[src/rtl/sdb_pkg.sv]
package sdb_pkg;

   typedef enum logic [3:0] {
      ST_IDLE,
      ST_WAKE,
      ST_RST_CMD,
      ST_RST_POLL,
      ST_GAP,
      ST_ACT_CMD,
      ST_ACT_POLL,
      ST_TAIL,
      ST_DONE,
      ST_FAIL
   } seq_state_t;

   typedef enum logic [1:0] {
      CAUSE_NONE    = 2'b00,
      CAUSE_NO_IDLE = 2'b01,
      CAUSE_TRIES   = 2'b10
   } fail_cause_t;

   localparam int unsigned ARG_BYTES = 4;
   localparam int unsigned FRAME_LEN = ARG_BYTES + 2;
   localparam int unsigned SEL_W     = $clog2(FRAME_LEN);

   localparam logic [7:0] FILL_BYTE   = 8'hFF;
   localparam logic [5:0] RST_IDX     = 6'd0;
   localparam logic [7:0] RST_CHECK   = 8'h95;
   localparam logic [5:0] ACT_IDX     = 6'd1;
   localparam logic [7:0] ACT_CHECK   = 8'hFF;
   localparam logic [7:0] REPLY_IDLE  = 8'h01;
   localparam logic [7:0] REPLY_READY = 8'h00;

endpackage

[src/rtl/sdb_bounded_ctr.sv]
module sdb_bounded_ctr #(
   parameter int unsigned LIMIT = 4
) (
   input  logic clk,
   input  logic rst_n,
   input  logic clr,
   input  logic step,
   output logic at_last
);
   localparam int unsigned W = (LIMIT > 1) ? $clog2(LIMIT) : 1;
   localparam logic [W-1:0] LAST = W'(LIMIT - 1);

   generate
      if (LIMIT < 1) begin : g_bad_limit
         $error("sdb_bounded_ctr: LIMIT must be at least 1");
      end
   endgenerate

   logic [W-1:0] cnt_q;

   assign at_last = (cnt_q == LAST);

   always_ff @(posedge clk or negedge rst_n) begin
      if (!rst_n)       cnt_q <= '0;
      else if (clr)     cnt_q <= '0;
      else if (step)    cnt_q <= at_last ? '0 : cnt_q + 1'b1;
   end

endmodule

[src/rtl/sdb_cmd_frame.sv]
module sdb_cmd_frame
   import sdb_pkg::*;
(
   input  logic [5:0]             cmd_idx,
   input  logic [8*ARG_BYTES-1:0] arg,
   input  logic [7:0]             check,
   input  logic [SEL_W-1:0]       sel,
   output logic [7:0]             frame_byte
);
   logic [7:0] bytes [FRAME_LEN];

   assign bytes[0] = {2'b01, cmd_idx};

   generate
      for (genvar gi = 0; gi < ARG_BYTES; gi++) begin : g_arg
         assign bytes[gi+1] = arg[8*(ARG_BYTES-1-gi) +: 8];
      end
   endgenerate

   assign bytes[FRAME_LEN-1] = check;

   always_comb begin
      frame_byte = FILL_BYTE;
      for (int i = 0; i < FRAME_LEN; i++)
         if (sel == SEL_W'(i)) frame_byte = bytes[i];
   end

endmodule

[src/rtl/sd_spi_boot_seq.sv]
module sd_spi_boot_seq
   import sdb_pkg::*;
#(
   parameter int unsigned WAKE_BYTES = 10,
   parameter int unsigned POLL_LIMIT = 4095,
   parameter int unsigned MAX_TRIES  = 100
) (
   input  logic       clk,
   input  logic       rst_n,
   input  logic       start,
   output logic       xfer_req,
   output logic [7:0] xfer_tx,
   input  logic       xfer_ack,
   input  logic [7:0] xfer_rx,
   output logic       card_cs_n,
   output logic       done,
   output logic       fail,
   output logic [1:0] fail_cause
);
   localparam logic [SEL_W-1:0] LAST_SEL = SEL_W'(FRAME_LEN - 1);

   generate
      if (WAKE_BYTES < 1 || POLL_LIMIT < 1 || MAX_TRIES < 1) begin : g_bad_cfg
         $error("sd_spi_boot_seq: counts must be at least 1");
      end
   endgenerate

   seq_state_t        st_q, st_d;
   fail_cause_t       cause_q, cause_d;
   logic [SEL_W-1:0]  sel_q, sel_d;
   logic              xfer_fire;
   logic              all_clr, poll_clr, wake_step, poll_step, try_step;
   logic              wake_last, poll_last, try_last;
   logic              in_frame, act_frame;
   logic [7:0]        frame_byte;

   assign xfer_fire = xfer_req & xfer_ack;

   sdb_bounded_ctr #(.LIMIT(WAKE_BYTES)) u_wake_ctr (
      .clk(clk), .rst_n(rst_n), .clr(all_clr), .step(wake_step), .at_last(wake_last));

   sdb_bounded_ctr #(.LIMIT(POLL_LIMIT)) u_poll_ctr (
      .clk(clk), .rst_n(rst_n), .clr(all_clr | poll_clr), .step(poll_step), .at_last(poll_last));

   sdb_bounded_ctr #(.LIMIT(MAX_TRIES)) u_try_ctr (
      .clk(clk), .rst_n(rst_n), .clr(all_clr), .step(try_step), .at_last(try_last));

   assign act_frame = (st_q == ST_ACT_CMD);
   assign in_frame  = (st_q == ST_RST_CMD) || act_frame;

   sdb_cmd_frame u_frame (
      .cmd_idx   (act_frame ? ACT_IDX : RST_IDX),
      .arg       ('0),
      .check     (act_frame ? ACT_CHECK : RST_CHECK),
      .sel       (sel_q),
      .frame_byte(frame_byte)
   );

   always_comb begin
      st_d      = st_q;
      cause_d   = cause_q;
      sel_d     = sel_q;
      all_clr   = 1'b0;
      poll_clr  = 1'b0;
      wake_step = 1'b0;
      poll_step = 1'b0;
      try_step  = 1'b0;
      case (st_q)
         ST_IDLE, ST_DONE, ST_FAIL: begin
            if (start) begin
               st_d    = ST_WAKE;
               cause_d = CAUSE_NONE;
               sel_d   = '0;
               all_clr = 1'b1;
            end
         end
         ST_WAKE: begin
            if (xfer_fire) begin
               if (wake_last) st_d = ST_RST_CMD;
               else           wake_step = 1'b1;
            end
         end
         ST_RST_CMD, ST_ACT_CMD: begin
            if (xfer_fire) begin
               if (sel_q == LAST_SEL) begin
                  sel_d    = '0;
                  poll_clr = 1'b1;
                  st_d     = act_frame ? ST_ACT_POLL : ST_RST_POLL;
               end else begin
                  sel_d = sel_q + 1'b1;
               end
            end
         end
         ST_RST_POLL: begin
            if (xfer_fire) begin
               if (xfer_rx == REPLY_IDLE) begin
                  st_d = ST_GAP;
               end else if (poll_last) begin
                  st_d    = ST_FAIL;
                  cause_d = CAUSE_NO_IDLE;
               end else begin
                  poll_step = 1'b1;
               end
            end
         end
         ST_GAP: begin
            if (xfer_fire) st_d = ST_ACT_CMD;
         end
         ST_ACT_POLL: begin
            if (xfer_fire) begin
               if (xfer_rx == REPLY_READY) begin
                  st_d = ST_TAIL;
               end else if (poll_last) begin
                  if (try_last) begin
                     st_d    = ST_FAIL;
                     cause_d = CAUSE_TRIES;
                  end else begin
                     try_step = 1'b1;
                     st_d     = ST_GAP;
                  end
               end else begin
                  poll_step = 1'b1;
               end
            end
         end
         ST_TAIL: begin
            if (xfer_fire) st_d = ST_DONE;
         end
         default: st_d = ST_IDLE;
      endcase
   end

   always_ff @(posedge clk or negedge rst_n) begin
      if (!rst_n) begin
         st_q    <= ST_IDLE;
         cause_q <= CAUSE_NONE;
         sel_q   <= '0;
      end else begin
         st_q    <= st_d;
         cause_q <= cause_d;
         sel_q   <= sel_d;
      end
   end

   always_comb begin
      case (st_q)
         ST_WAKE, ST_RST_CMD, ST_RST_POLL, ST_GAP,
         ST_ACT_CMD, ST_ACT_POLL, ST_TAIL: xfer_req = 1'b1;
         default:                          xfer_req = 1'b0;
      endcase
      case (st_q)
         ST_RST_CMD, ST_RST_POLL, ST_ACT_CMD, ST_ACT_POLL: card_cs_n = 1'b0;
         default:                                          card_cs_n = 1'b1;
      endcase
   end

   assign xfer_tx    = in_frame ? frame_byte : FILL_BYTE;
   assign done       = (st_q == ST_DONE);
   assign fail       = (st_q == ST_FAIL);
   assign fail_cause = cause_q;

   // a pending transfer keeps its byte and select level
   a_r11_hold_pending: assert property (@(posedge clk) disable iff (!rst_n)
      xfer_req && !xfer_ack |=> xfer_req && $stable(xfer_tx) && $stable(card_cs_n));

   // outcomes exclusive, cause only with fail
   a_r12_exclusive: assert property (@(posedge clk) disable iff (!rst_n)
      !(done && fail));
   a_r12_cause_clean: assert property (@(posedge clk) disable iff (!rst_n)
      !fail |-> fail_cause == CAUSE_NONE);

   // failure leaves the card deselected and the port quiet
   a_r5_fail_quiet: assert property (@(posedge clk) disable iff (!rst_n)
      fail |-> card_cs_n && !xfer_req);

   // done follows a completed transfer sent with the card deselected
   a_r8_done_after_tail: assert property (@(posedge clk) disable iff (!rst_n)
      $rose(done) |-> card_cs_n && $past(xfer_req && xfer_ack && card_cs_n));

   // outcome held until a new start
   a_r9_done_hold: assert property (@(posedge clk) disable iff (!rst_n)
      done && !start |=> done);
   a_r9_fail_hold: assert property (@(posedge clk) disable iff (!rst_n)
      fail && !start |=> fail && $stable(fail_cause));

   // start while busy does not stop the pending transfer
   a_r10_busy_start: assert property (@(posedge clk) disable iff (!rst_n)
      xfer_req && !xfer_ack && start |=> xfer_req);

endmodule

[config.mk]
export PLATFORM = sky130hd
export DESIGN_NAME = sd_spi_boot_seq
export DESIGN_NICKNAME = d
export VERILOG_FILES = /design/src/rtl/sdb_pkg.sv /design/src/rtl/sdb_bounded_ctr.sv /design/src/rtl/sdb_cmd_frame.sv /design/src/rtl/sd_spi_boot_seq.sv
export SDC_FILE = /design/constraint.sdc
export NUM_CORES = 1
export LEC_CHECK = 0
export BUFFER_PORTS_ARGS = -buffer_cell sky130_fd_sc_hd__buf_2
export CORE_MARGIN = 2
export CORE_UTILIZATION = 50
export CTS_CLUSTER_DIAMETER = 100
export DETAILED_ROUTE_END_ITERATION = 8
export PLACE_DENSITY = 0.79
export SLEW_MARGIN = 15
export SYNTH_ARGS = -nofsm -noshare
export SYNTH_HDL_FRONTEND = slang
export SYNTH_SLANG_ARGS = --single-unit
[constraint.sdc]
create_clock -name clk -period 2.52 [get_ports clk]
set_input_delay 0.252 -clock clk [delete_from_list [all_inputs] [get_ports clk]]
set_output_delay 0.252 -clock clk [all_outputs]
set_load 0.005 [all_outputs]
Word-level counts from Yosys, hierarchy flattened --
Index checks and enable logic that the tools add are counted.
Cells by class: add/sub/neg operators 4, equality and inequality tests 34, multiplexer cells 68, bitwise operators 2, reductions and logical operators 16
Operators with widths (count):
- $mux 4 | 17
- $mux 8 | 7
- $mux 12 | 3
- $mux 7 | 4
- $pmux 4 s7 | 1
- $mux 1 | 21
- $ne 2x2->1 const B | 10
- $eq 4x3->1 const B | 4
- $mux 2 | 8
- $add 12x1->12 const B | 1
- $eq 12x12->1 const B | 1
- $eq 4x4->1 const B | 3
- $mux 3 | 4
- $reduce_and 11->1 | 1
- $reduce_and 9->1 | 1
- $eq 4x2->1 const B | 2
- $eq 8x1->1 const B | 1
- $logic_not 8->1 | 1
- $ne 2x1->1 const B | 4
- $reduce_bool 2->1 | 4
- $add 7x1->7 const B | 1
- $eq 7x7->1 const B | 1
- $reduce_or 7->1 | 1
- $eq 3x2->1 const B | 2
- other kinds (19) | 21
Storage, ports and cells: bits in registers 32, input port bits 12, output and inout port bits 14, logic and storage cells 130

Depth between registers and ports, before layout --
Gate-level depths: netlist (run 1).
depth after elaboration 9, depth in mapped cells 8, gate-level depth less buffers 7

Cells and area by module --
From an unflattened synthesis (run 1), not the netlist that was laid out.
Second synthesis, totals: cell total of the unflattened synthesis 307, area total of the unflattened synthesis 2676.3 sq um
By module, submodules not included:
- sd_spi_boot_seq | times used 1, cells an instance 119, area each 938.4 sq um, seq. area each 225.2 sq um
- sdb_bounded_ctr at u_poll_ctr | times used 1, cells an instance 73, area each 674.4 sq um, seq. area each 300.3 sq um
- sdb_cmd_frame | times used 1, cells an instance 49, area each 445.4 sq um, seq. area each 0.0 sq um
- sdb_bounded_ctr at u_try_ctr | times used 1, cells an instance 42, area each 386.6 sq um, seq. area each 175.2 sq um
- sdb_bounded_ctr at u_wake_ctr | times used 1, cells an instance 24, area each 231.5 sq um, seq. area each 100.1 sq um

Worst setup path before layout (run 1) --
Ideal clock, no wire load.
kind flip-flop to flip-flop, start register st_q[2], end register st_q[3], setup time 0.128 ns, arrival 1.799 ns, data required time 2.392 ns, slack 0.594 ns, stages on the path, launching flop included 7, path buffers 1, clock period less this slack 1.926 ns, cells stage by stage dfrtp_1 > buf_2 > nor4bb_1 > mux2_2 > o211ai_1 > nand3_1 > mux2_1
On the way: longest elaborated chain between the ends 6, elaborated cells between the ends (all ways) 28, classes of those cells 20 x eq/ne; 2 x mux; 1 x bitwise; 5 x reduce/logical
Ends and longest elaborated chain:
- start: declaration | RTL line sd_spi_boot_seq.sv:28 | seq_state_t st_q, st_d;
- start signal: assignment | RTL line sd_spi_boot_seq.sv:139 | st_q <= st_d;
- $eq 4x3->1 (tied with other cells) | RTL line sd_spi_boot_seq.sv:68, sd_spi_boot_seq.sv:146
- $reduce_or 7->1 | RTL line sd_spi_boot_seq.sv:146 | case (st_q)
- $mux 1 | RTL line sd_spi_boot_seq.sv:146
- $and 1x1->1 | RTL line sd_spi_boot_seq.sv:37 | assign xfer_fire = xfer_req & xfer_ack;
- $ne 2x2->1 (no source line)
- $reduce_and 11->1 (no source line)
Several ways; a longest one is shown, not always the timed one. A chain may end at the register's enable or synchronous reset.

Final worst setup path (run 1) --
start register st_q[0], end output xfer_tx[0]
On the way: longest elaborated chain between the ends 9, elaborated cells between the ends (all ways) 11, classes of those cells 2 x eq/ne; 8 x mux; 1 x reduce/logical
Ends and longest elaborated chain:
- $eq 4x3->1 | RTL line sd_spi_boot_seq.sv:48 | assign act_frame = (st_q == ST_ACT_CMD);
- $mux 1 | RTL line sd_spi_boot_seq.sv:52 | .cmd_idx (act_frame ? ACT_IDX : RST_IDX),
- $mux 8 (6 in a row) | RTL line sdb_cmd_frame.sv:25 | if (sel == SEL_W'(i)) frame_byte = bytes[i];
- $mux 8 * | RTL line sd_spi_boot_seq.sv:157 | assign xfer_tx = in_frame ? frame_byte : FILL_BYTE;
- end: declaration | RTL line sd_spi_boot_seq.sv:12 | output logic [7:0] xfer_tx,
Mark *: on every way between the ends. The rest lies on a longest branch, timed or not.

==> qor.tcl, run 1 <==
set qor(avgSynthCellArea_um2) 9.10
set qor(critical_path_depth) 5
set qor(synth.cells.most_frequent) {32 x sky130_fd_sc_hd__dfrtp_1, 17 x sky130_fd_sc_hd__nor2_1, 16 x sky130_fd_sc_hd__nand3_1}
set qor(gr-usage-met1) 0.276
set qor(final_period_minus_worst_setup_slack_ns) 2.24
set qor(cts_tree) {built}
set qor(ctsResizeCount) 0
set qor(async_sr_flop_fraction) 1.00
set qor(post_synthesis_sequential_area_ratio) 0.367
set qor(synth_enable_flop_cells) 0
set qor(crit_family) {simple AND/OR/NAND/NOR gates}
set qor(grt_use_total) 0.213
set qor(leakage_uw) 0.00105
set qor(numPlacedInstances) 310
set qor(hold-worst-slack_ns) 0.00728
set qor(hold_viol_final) 0
set qor(crit_path_top_delay_cell) {sky130_fd_sc_hd__dfrtp_1}
set qor(post-route-worst-setup-slack_ns) 0.278
set qor(worst_skew_ns) 0.00790
set qor(cp-start-kind) {flip-flop}
set qor(h-tree-depth) 2
set qor(clk_pin_slew_ns) 0.07
set qor(clock_tree.buffer_depth) 2
set qor(path_max_fanout) 14
set qor(postSynthRegisterBits) 32
set qor(power.ir.vdd_worst_uv) 355
set qor(fin_tns_setup_ns) 0
set qor(place.detailed.hpwl_um) 3550
set qor(core_area_um2) 4290
set qor(cellPowerDensity_nw_per_um2) 941
set qor(dieWidth_um) 70.1
set qor(arrival_ns) 1.99
set qor(reg2reg_depth) 5
set qor(place_worst_setup_slack_ns) 0.352
set qor(run_status) {complete, no violations}
set qor(antennaDiodeCount) 0
set qor(rsz_0062_raised_after_global_routing) {no}
set qor(timing.hold.worst.class) {in2async}
set qor(clk_root_buffer_cell) {sky130_fd_sc_hd__clkbuf_8}
set qor(clock_sink_count) 32
set qor(crit_type) {reg2out}
set qor(drt_pass1_iterations) 4
set qor(dr_total_vias) 1953
set qor(yosys_warnings) 0
set qor(syn-instance-count) 240
set qor(fp-row-count) 24
set qor(finalNetCount) 283
set qor(syn_area_um2) 2180
set qor(global_route_hottest_layer) {met2}
set qor(critical-path-max-stage-delay_ns) 0.51
set qor(use_met2) 0.350
set qor(final_antenna_net_count) 0
set qor(clk_latency_ns) 0.29
set qor(die_area_um2) 4910
set qor(ioPinCount) 26
set qor(final_cells) 318
set qor(layout_cell_share_with_drive_strength_beyond_1) 0.188
set qor(via_per_inst) 6.14
set qor(totalWireLength_um) 4810
set qor(wire_length_of_the_first_global_routing_pass_um) 8460
set qor(synthesis.nets) 258
set qor(initial_utilization) 0.509
set qor(ys.flop_type) {sky130_fd_sc_hd__dfrtp_1}
set qor(launch_instance_of_the_worst_register_to_register_path) {st_q[0]}
set qor(grt_remaining_overflow) 0
set qor(critPathCapture) {xfer_tx[0]}
set qor(synth_cell_types) 62
set qor(groute.layer.met3.usage) 0.0462
set qor(max_freq_ghz) 0.446
set qor(antenna_found_initial) 0
set qor(drc) 0
set qor(synth_area_leaders) {sky130_fd_sc_hd__dfrtp_1 37%, sky130_fd_sc_hd__nand3_1 3.7%, sky130_fd_sc_hd__ha_1 3.4%}
set qor(number_of_global_route_vias_before_repair) 1900
set qor(yosysTopAreaCellShare) 0.367
set qor(worst-slew-pin-transition_ns) 0.706
set qor(cp_cell_sequence) {or3b_4, a21oi_4, nand2_1, o21bai_1, buf_2}
set qor(tritoncts.num_buffers) 5
set qor(drt-initial-drc-count) 159
set qor(holdBufCountCts) 0
set qor(worst_r2r_endpoint) {u_poll_ctr.cnt_q[5]}
set qor(setup_viol) 0
set qor(dieHeight_um) 70.1
set qor(layout-area-overhead-vs-synth_pct) 11.5
set qor(post-cts-setup-buffer-count) 0
set qor(synthDominantAreaCellType) {sky130_fd_sc_hd__dfrtp_1}
set qor(grt_max_degree) 33
set qor(wire_per_inst_um) 15.1
set qor(max-cap-violations) 0
set qor(number_of_port_buffers) 25
set qor(cp-end-kind) {output port}
set qor(number_of_fill_cells_in_the_layout) 405
set qor(register_to_register_setup_slack_ns) 0.33
set qor(layout_worst_path_cycle_share) 0.890
set qor(final-max-slew-violation-count) 0
set qor(total_power_uw) 2290
set qor(cp.required_ns) 2.27
set qor(slew_headroom) 0.530
set qor(worst-path-buf-inv) 1
set qor(yosys.cell_count.top_type) {sky130_fd_sc_hd__dfrtp_1}
set qor(critPathLaunch) {st_q[0]}
set qor(gp_congestion) 0.883
layout by cell type, fill, tap and decap left out, drive strengths merged, types with 3 or more instances in the layout:
cell | Yosys | layout
a211o | 3 | 3
a21boi | 3 | 3
a21oi | 12 | 12
a221o | 3 | 3
and2 | 3 | 3
and3 | 8 | 8
buf | 8 | 30
clkbuf | 4 | 7
dfrtp | 32 | 32
ha | 6 | 6
inv | 8 | 8
mux2 | 4 | 4
nand2 | 15 | 15
nand3 | 16 | 16
nand4 | 6 | 6
nor2 | 17 | 17
nor3 | 13 | 13
nor4 | 3 | 3
o211ai | 5 | 5
o21ai | 12 | 12
o31ai | 5 | 5
or2 | 3 | 3
or3 | 7 | 7
or4 | 4 | 4
xnor2 | 3 | 3
sequential cells by signal, summed over array words and instances, names as in the netlist:
| register | cells |
|---|---|
| u_try_ctr.cnt_q | 7 |
| u_poll_ctr.cnt_q | 12 |
| u_wake_ctr.cnt_q | 4 |
| st_q | 4 |
| sel_q | 3 |
| fail_cause | 2 |
cells by family after synthesis:
family                     synth area share
and+or+nand+nor                       0.299
AOI/OAI and AO/OA                     0.204
DFF                                   0.367
buffers and inverters                0.0464
muxes                                0.0298
adders and majority gates            0.0344
xor gates and xnor gates             0.0200
stage by stage:
stage	instance area (um^2)	utilization
detailed placement	2340	0.545
floorplan	2180	-
CTS	2430	0.567
global route	2430	0.567
global placement	2340	0.545
finish	2430	0.567
power breakdown:
part	internal (uW)	switching (uW)
Combinational	487	648
Sequential	606	134
Clock	222	195
layout make-up:
class / count / area (um^2) / share of cell area
multi-input cells: 188 / 1280 / 0.527
flip-flops and latches: 32 / 801 / 0.329
repair buffers: 30 / 163 / 0.0668
clock buffers: 7 / 86.3 / 0.0355
well taps: 52 / 65.1 / 0.0267
inverters: 8 / 30.0 / 0.0123
clock inverters: 1 / 7.51 / 0.00308
layer usage:
layer | routed length [um] | vias to the layer above
li1 | - | 966
met1 | 2190 | 941
met2 | 2390 | 41
met3 | 191 | 5
met4 | 40 | 0
met5 | 0 | -
worst min path at each step:
stage | startpoint | to | slack [ns] | cells past startpoint
4_1_cts | rst_n | u_wake_ctr.cnt_q[2] | 0.04 | 1
2_1_floorplan | rst_n | fail_cause[0] | -0.04 | 0
6_report | rst_n | u_wake_ctr.cnt_q[2] | 0.007 | 1
5_1_grt | rst_n | u_wake_ctr.cnt_q[2] | 0.07 | 1
3_3_place_gp | rst_n | u_wake_ctr.cnt_q[0] | 0.35 | 1
3_5_place_dp | rst_n | u_wake_ctr.cnt_q[2] | 0.36 | 1
worst register-to-register path: stages, from the launching register on:
cell and delay, ns:
sky130_fd_sc_hd__dfrtp_1 0.57, sky130_fd_sc_hd__xnor2_1 0.22, sky130_fd_sc_hd__nor3b_4 0.29, sky130_fd_sc_hd__o211ai_2 0.31, sky130_fd_sc_hd__and2_1 0.32, sky130_fd_sc_hd__a221o_1 0.37
Power figures use the tool's default switching activity.
==> run 2: changes to the inputs <==
--- a/config.mk
+++ b/config.mk
@@ -5,6 +5,7 @@
 export SDC_FILE = /design/constraint.sdc
 export NUM_CORES = 1
 export LEC_CHECK = 0
+export ABC_AREA = 1
 export BUFFER_PORTS_ARGS = -buffer_cell sky130_fd_sc_hd__buf_2
 export CORE_MARGIN = 2
 export CORE_UTILIZATION = 50
==> qor.tcl, run 2 <==
set qor(top_register) {u_poll_ctr.cnt_q}
set qor(launch_instance_of_the_worst_register_to_register_path) {u_poll_ctr.cnt_q[0]}
set qor(grt_remaining_overflow) 0 ;# unchanged
set qor(via_per_inst) 5.02 ;# -18%
set qor(wire_length_of_the_first_global_routing_pass_um) 8760 ;# +3.5%
set qor(final_cells) 430 ;# +35%
set qor(cp.required_ns) 2.27 ;# about the same
set qor(die_area_um2) 5460 ;# +11%
set qor(async_sr_flop_fraction) 1.00 ;# unchanged
set qor(fp-row-count) 25 ;# +4.2%
set qor(run_status) {complete, no violations}
set qor(dieHeight_um) 73.9 ;# +5.4%
set qor(tritoncts.num_buffers) 5 ;# unchanged
set qor(synthDominantAreaCellType) {sky130_fd_sc_hd__dfrtp_1}
set qor(syn-instance-count) 337 ;# +40%
set qor(yosysTopAreaCellShare) 0.328 ;# -0.0389
set qor(critical-path-max-stage-delay_ns) 0.47 ;# -0.04 ns
set qor(core_area_um2) 4720 ;# +10%
set qor(clk_pin_slew_ns) 0.07 ;# about the same
set qor(layout-area-overhead-vs-synth_pct) 9.73
set qor(drc) 0 ;# unchanged
set qor(postSynthRegisterBits) 32 ;# unchanged
set qor(number_of_fill_cells_in_the_layout) 446 ;# +10%
set qor(final_core_utilization) 0.568 ;# +0.000666
set qor(clk_root_buffer_cell) {sky130_fd_sc_hd__clkbuf_8}
set qor(crit_path_top_delay_cell) {sky130_fd_sc_hd__dfrtp_1}
set qor(worst-slew-pin-transition_ns) 0.731 ;# +0.0259 ns
set qor(clk_latency_ns) 0.29 ;# about the same
set qor(numPlacedInstances) 422 ;# +36%
set qor(cts_tree) {built}
set qor(fin_tns_setup_ns) 0 ;# unchanged
set qor(dieWidth_um) 73.9 ;# +5.4%
set qor(totalWireLength_um) 4870 ;# +1.2%
set qor(avgSynthCellArea_um2) 7.25 ;# -20%
set qor(path_max_fanout) 9 ;# -5
set qor(max-cap-violations) 0 ;# unchanged
set qor(post_synthesis_sequential_area_ratio) 0.328 ;# -0.0389
set qor(gp_congestion) 0.887 ;# +0.46%
set qor(register_to_register_setup_slack_ns) 0.69 ;# +0.36 ns
set qor(grt_max_degree) 33 ;# unchanged
set qor(arrival_ns) 1.78 ;# -0.21 ns
set qor(ioPinCount) 26 ;# unchanged
set qor(crit_type) {reg2out}
set qor(biggestRegsByFlops) {u_poll_ctr.cnt_q (12), u_try_ctr.cnt_q (7)}
set qor(cp-start-kind) {flip-flop}
set qor(max_freq_ghz) 0.493 ;# +11%
set qor(clock_sink_count) 32 ;# unchanged
set qor(layout_worst_path_cycle_share) 0.805 ;# -0.0852
set qor(drt_pass1_iterations) 4 ;# unchanged
set qor(synth.cells.most_frequent) {86 x sky130_fd_sc_hd__nand2_1, 46 x sky130_fd_sc_hd__nor2_1, 32 x sky130_fd_sc_hd__dfrtp_1}
set qor(largest_reg_flops) 12 ;# unchanged
set qor(holdBufCountCts) 0 ;# unchanged
set qor(cellPowerDensity_nw_per_um2) 831 ;# -12%
set qor(synth_enable_flop_cells) 0 ;# unchanged
set qor(number_of_port_buffers) 25 ;# unchanged
set qor(grt_use_total) 0.205 ;# -0.00806
set qor(post-route-worst-setup-slack_ns) 0.492 ;# +0.215 ns
set qor(timing.hold.worst.class) {in2async}
set qor(layout_cell_share_with_drive_strength_beyond_1) 0.231 ;# +0.0434
set qor(worst_r2r_endpoint) {u_poll_ctr.cnt_q[2]}
set qor(place_worst_setup_slack_ns) 0.706 ;# +0.353 ns
set qor(final_antenna_net_count) 0 ;# unchanged
set qor(most-common-layout-cells) {86 x sky130_fd_sc_hd__nand2_1, 46 x sky130_fd_sc_hd__nor2_1, 32 x sky130_fd_sc_hd__dfrtp_1, 31 x sky130_fd_sc_hd__inv_1, 30 x sky130_fd_sc_hd__nand3_1}
set qor(ctsResizeCount) 0 ;# unchanged
set qor(wire_per_inst_um) 11.3 ;# -25%
set qor(slew_headroom) 0.512 ;# -0.0173
set qor(antenna_found_initial) 0 ;# unchanged
set qor(clock_tree.buffer_depth) 2 ;# unchanged
set qor(yosys.cell_count.top_type) {sky130_fd_sc_hd__nand2_1}
set qor(dr_total_vias) 2160 ;# +11%
set qor(post-cts-setup-buffer-count) 0 ;# unchanged
set qor(cp_common_cell) {sky130_fd_sc_hd__nand2_1}
set qor(reg2reg_depth) 11 ;# +6
set qor(critPathLaunch) {st_q[0]}
set qor(crit_family) {simple AND/OR/NAND/NOR gates}
set qor(final_period_minus_worst_setup_slack_ns) 2.03 ;# -0.215 ns
set qor(drt-initial-drc-count) 70 ;# -56%
set qor(finalNetCount) 380 ;# +34%
set qor(initial_utilization) 0.517 ;# +0.00861
set qor(leakage_uw) 0.00129 ;# +23%
set qor(rsz_0062_raised_after_global_routing) {no}
set qor(h-tree-depth) 2 ;# unchanged
set qor(cp_cell_sequence) {inv_2, nor2_1, nand2_1, nand2_4, nand2_1, nand2_1, o21ai_0, buf_2}
set qor(worst-path-buf-inv) 2 ;# +1
set qor(ys.flop_type) {sky130_fd_sc_hd__dfrtp_1}
set qor(total_power_uw) 2230 ;# -2.7%
set qor(synth_cell_types) 33 ;# -47%
set qor(cp-end-kind) {output port}
set qor(power.ir.vdd_worst_uv) 345 ;# -2.8%
set qor(final-max-slew-violation-count) 0 ;# unchanged
set qor(number_of_global_route_vias_before_repair) 2096 ;# +10%
set qor(yosys_warnings) 0 ;# unchanged
set qor(hold_viol_final) 0 ;# unchanged
set qor(mostFrequentLayoutCell) {sky130_fd_sc_hd__nand2_1}
set qor(synth_area_leaders) {sky130_fd_sc_hd__dfrtp_1 33%, sky130_fd_sc_hd__nand2_1 13%, sky130_fd_sc_hd__nor2_1 7.1%}
set qor(worst_skew_ns) 0.00611 ;# -0.00178 ns
set qor(setup_viol) 0 ;# unchanged
set qor(place.detailed.hpwl_um) 3750 ;# +5.9%
set qor(syn_area_um2) 2440 ;# +12%
set qor(synthesis.nets) 355 ;# +38%
set qor(antennaDiodeCount) 0 ;# unchanged
## run 2: how the worst max path moves through the flow
stage                                      to  slack [ns]  cells after the start
after global placement    u_poll_ctr.cnt_q[9]        0.79                     11
after global routing               xfer_tx[3]        0.34                      8
final                              xfer_tx[3]        0.49                      8
after CTS                          xfer_tx[3]        0.48                      8
after detailed placement  u_poll_ctr.cnt_q[2]        0.71                     11
after floorplan                    xfer_tx[3]        0.87                      7
## run 2: per-layer routing
metal	up-vias	GRT usage	part of all wire
met1	990	0.236	0.46
met4	0	0.0687	0.011
li1	1132	-	-
met2	33	0.371	0.49
met3	5	0.0480	0.031
met5	-	0	0
## run 2: kinds of logic (layout without fill, tap and decap cells)
kind of cell,Yosys count,count (layout),synth area share
and+or+nand+nor,208,208,0.418
buffers and inverters,45,71,0.0865
AOI/OAI and AO/OA,33,33,0.0901
DFF,32,32,0.328
xor gates and xnor gates,13,13,0.0466
adders and majority gates,6,6,0.0307
## run 2: power breakdown
part	total [uW]	internal [uW]	switching (uW)
clock	412	218	195
sequential	725	609	116
combinational	1090	376	715
## run 2: final cells by class
type,instances,area (um^2),share of cell area
tap,67,83.8,0.0313
multi-input combinational,260,1430,0.534
timing repair buffer,25,125,0.0467
sequential,32,801,0.299
clock inverter,2,10.0,0.00373
clock buffer,6,82.6,0.0308
inverter,38,148,0.0551
## run 2: through the flow
stage / area [um^2] / hold WS (ns)
floorplan: 2440 / -0.0436
detailed placement: 2590 / 0.348
global route: 2680 / 0.0768
CTS: 2680 / 0.0335
global placement: 2590 / 0.350
finish: 2680 / 0.0187
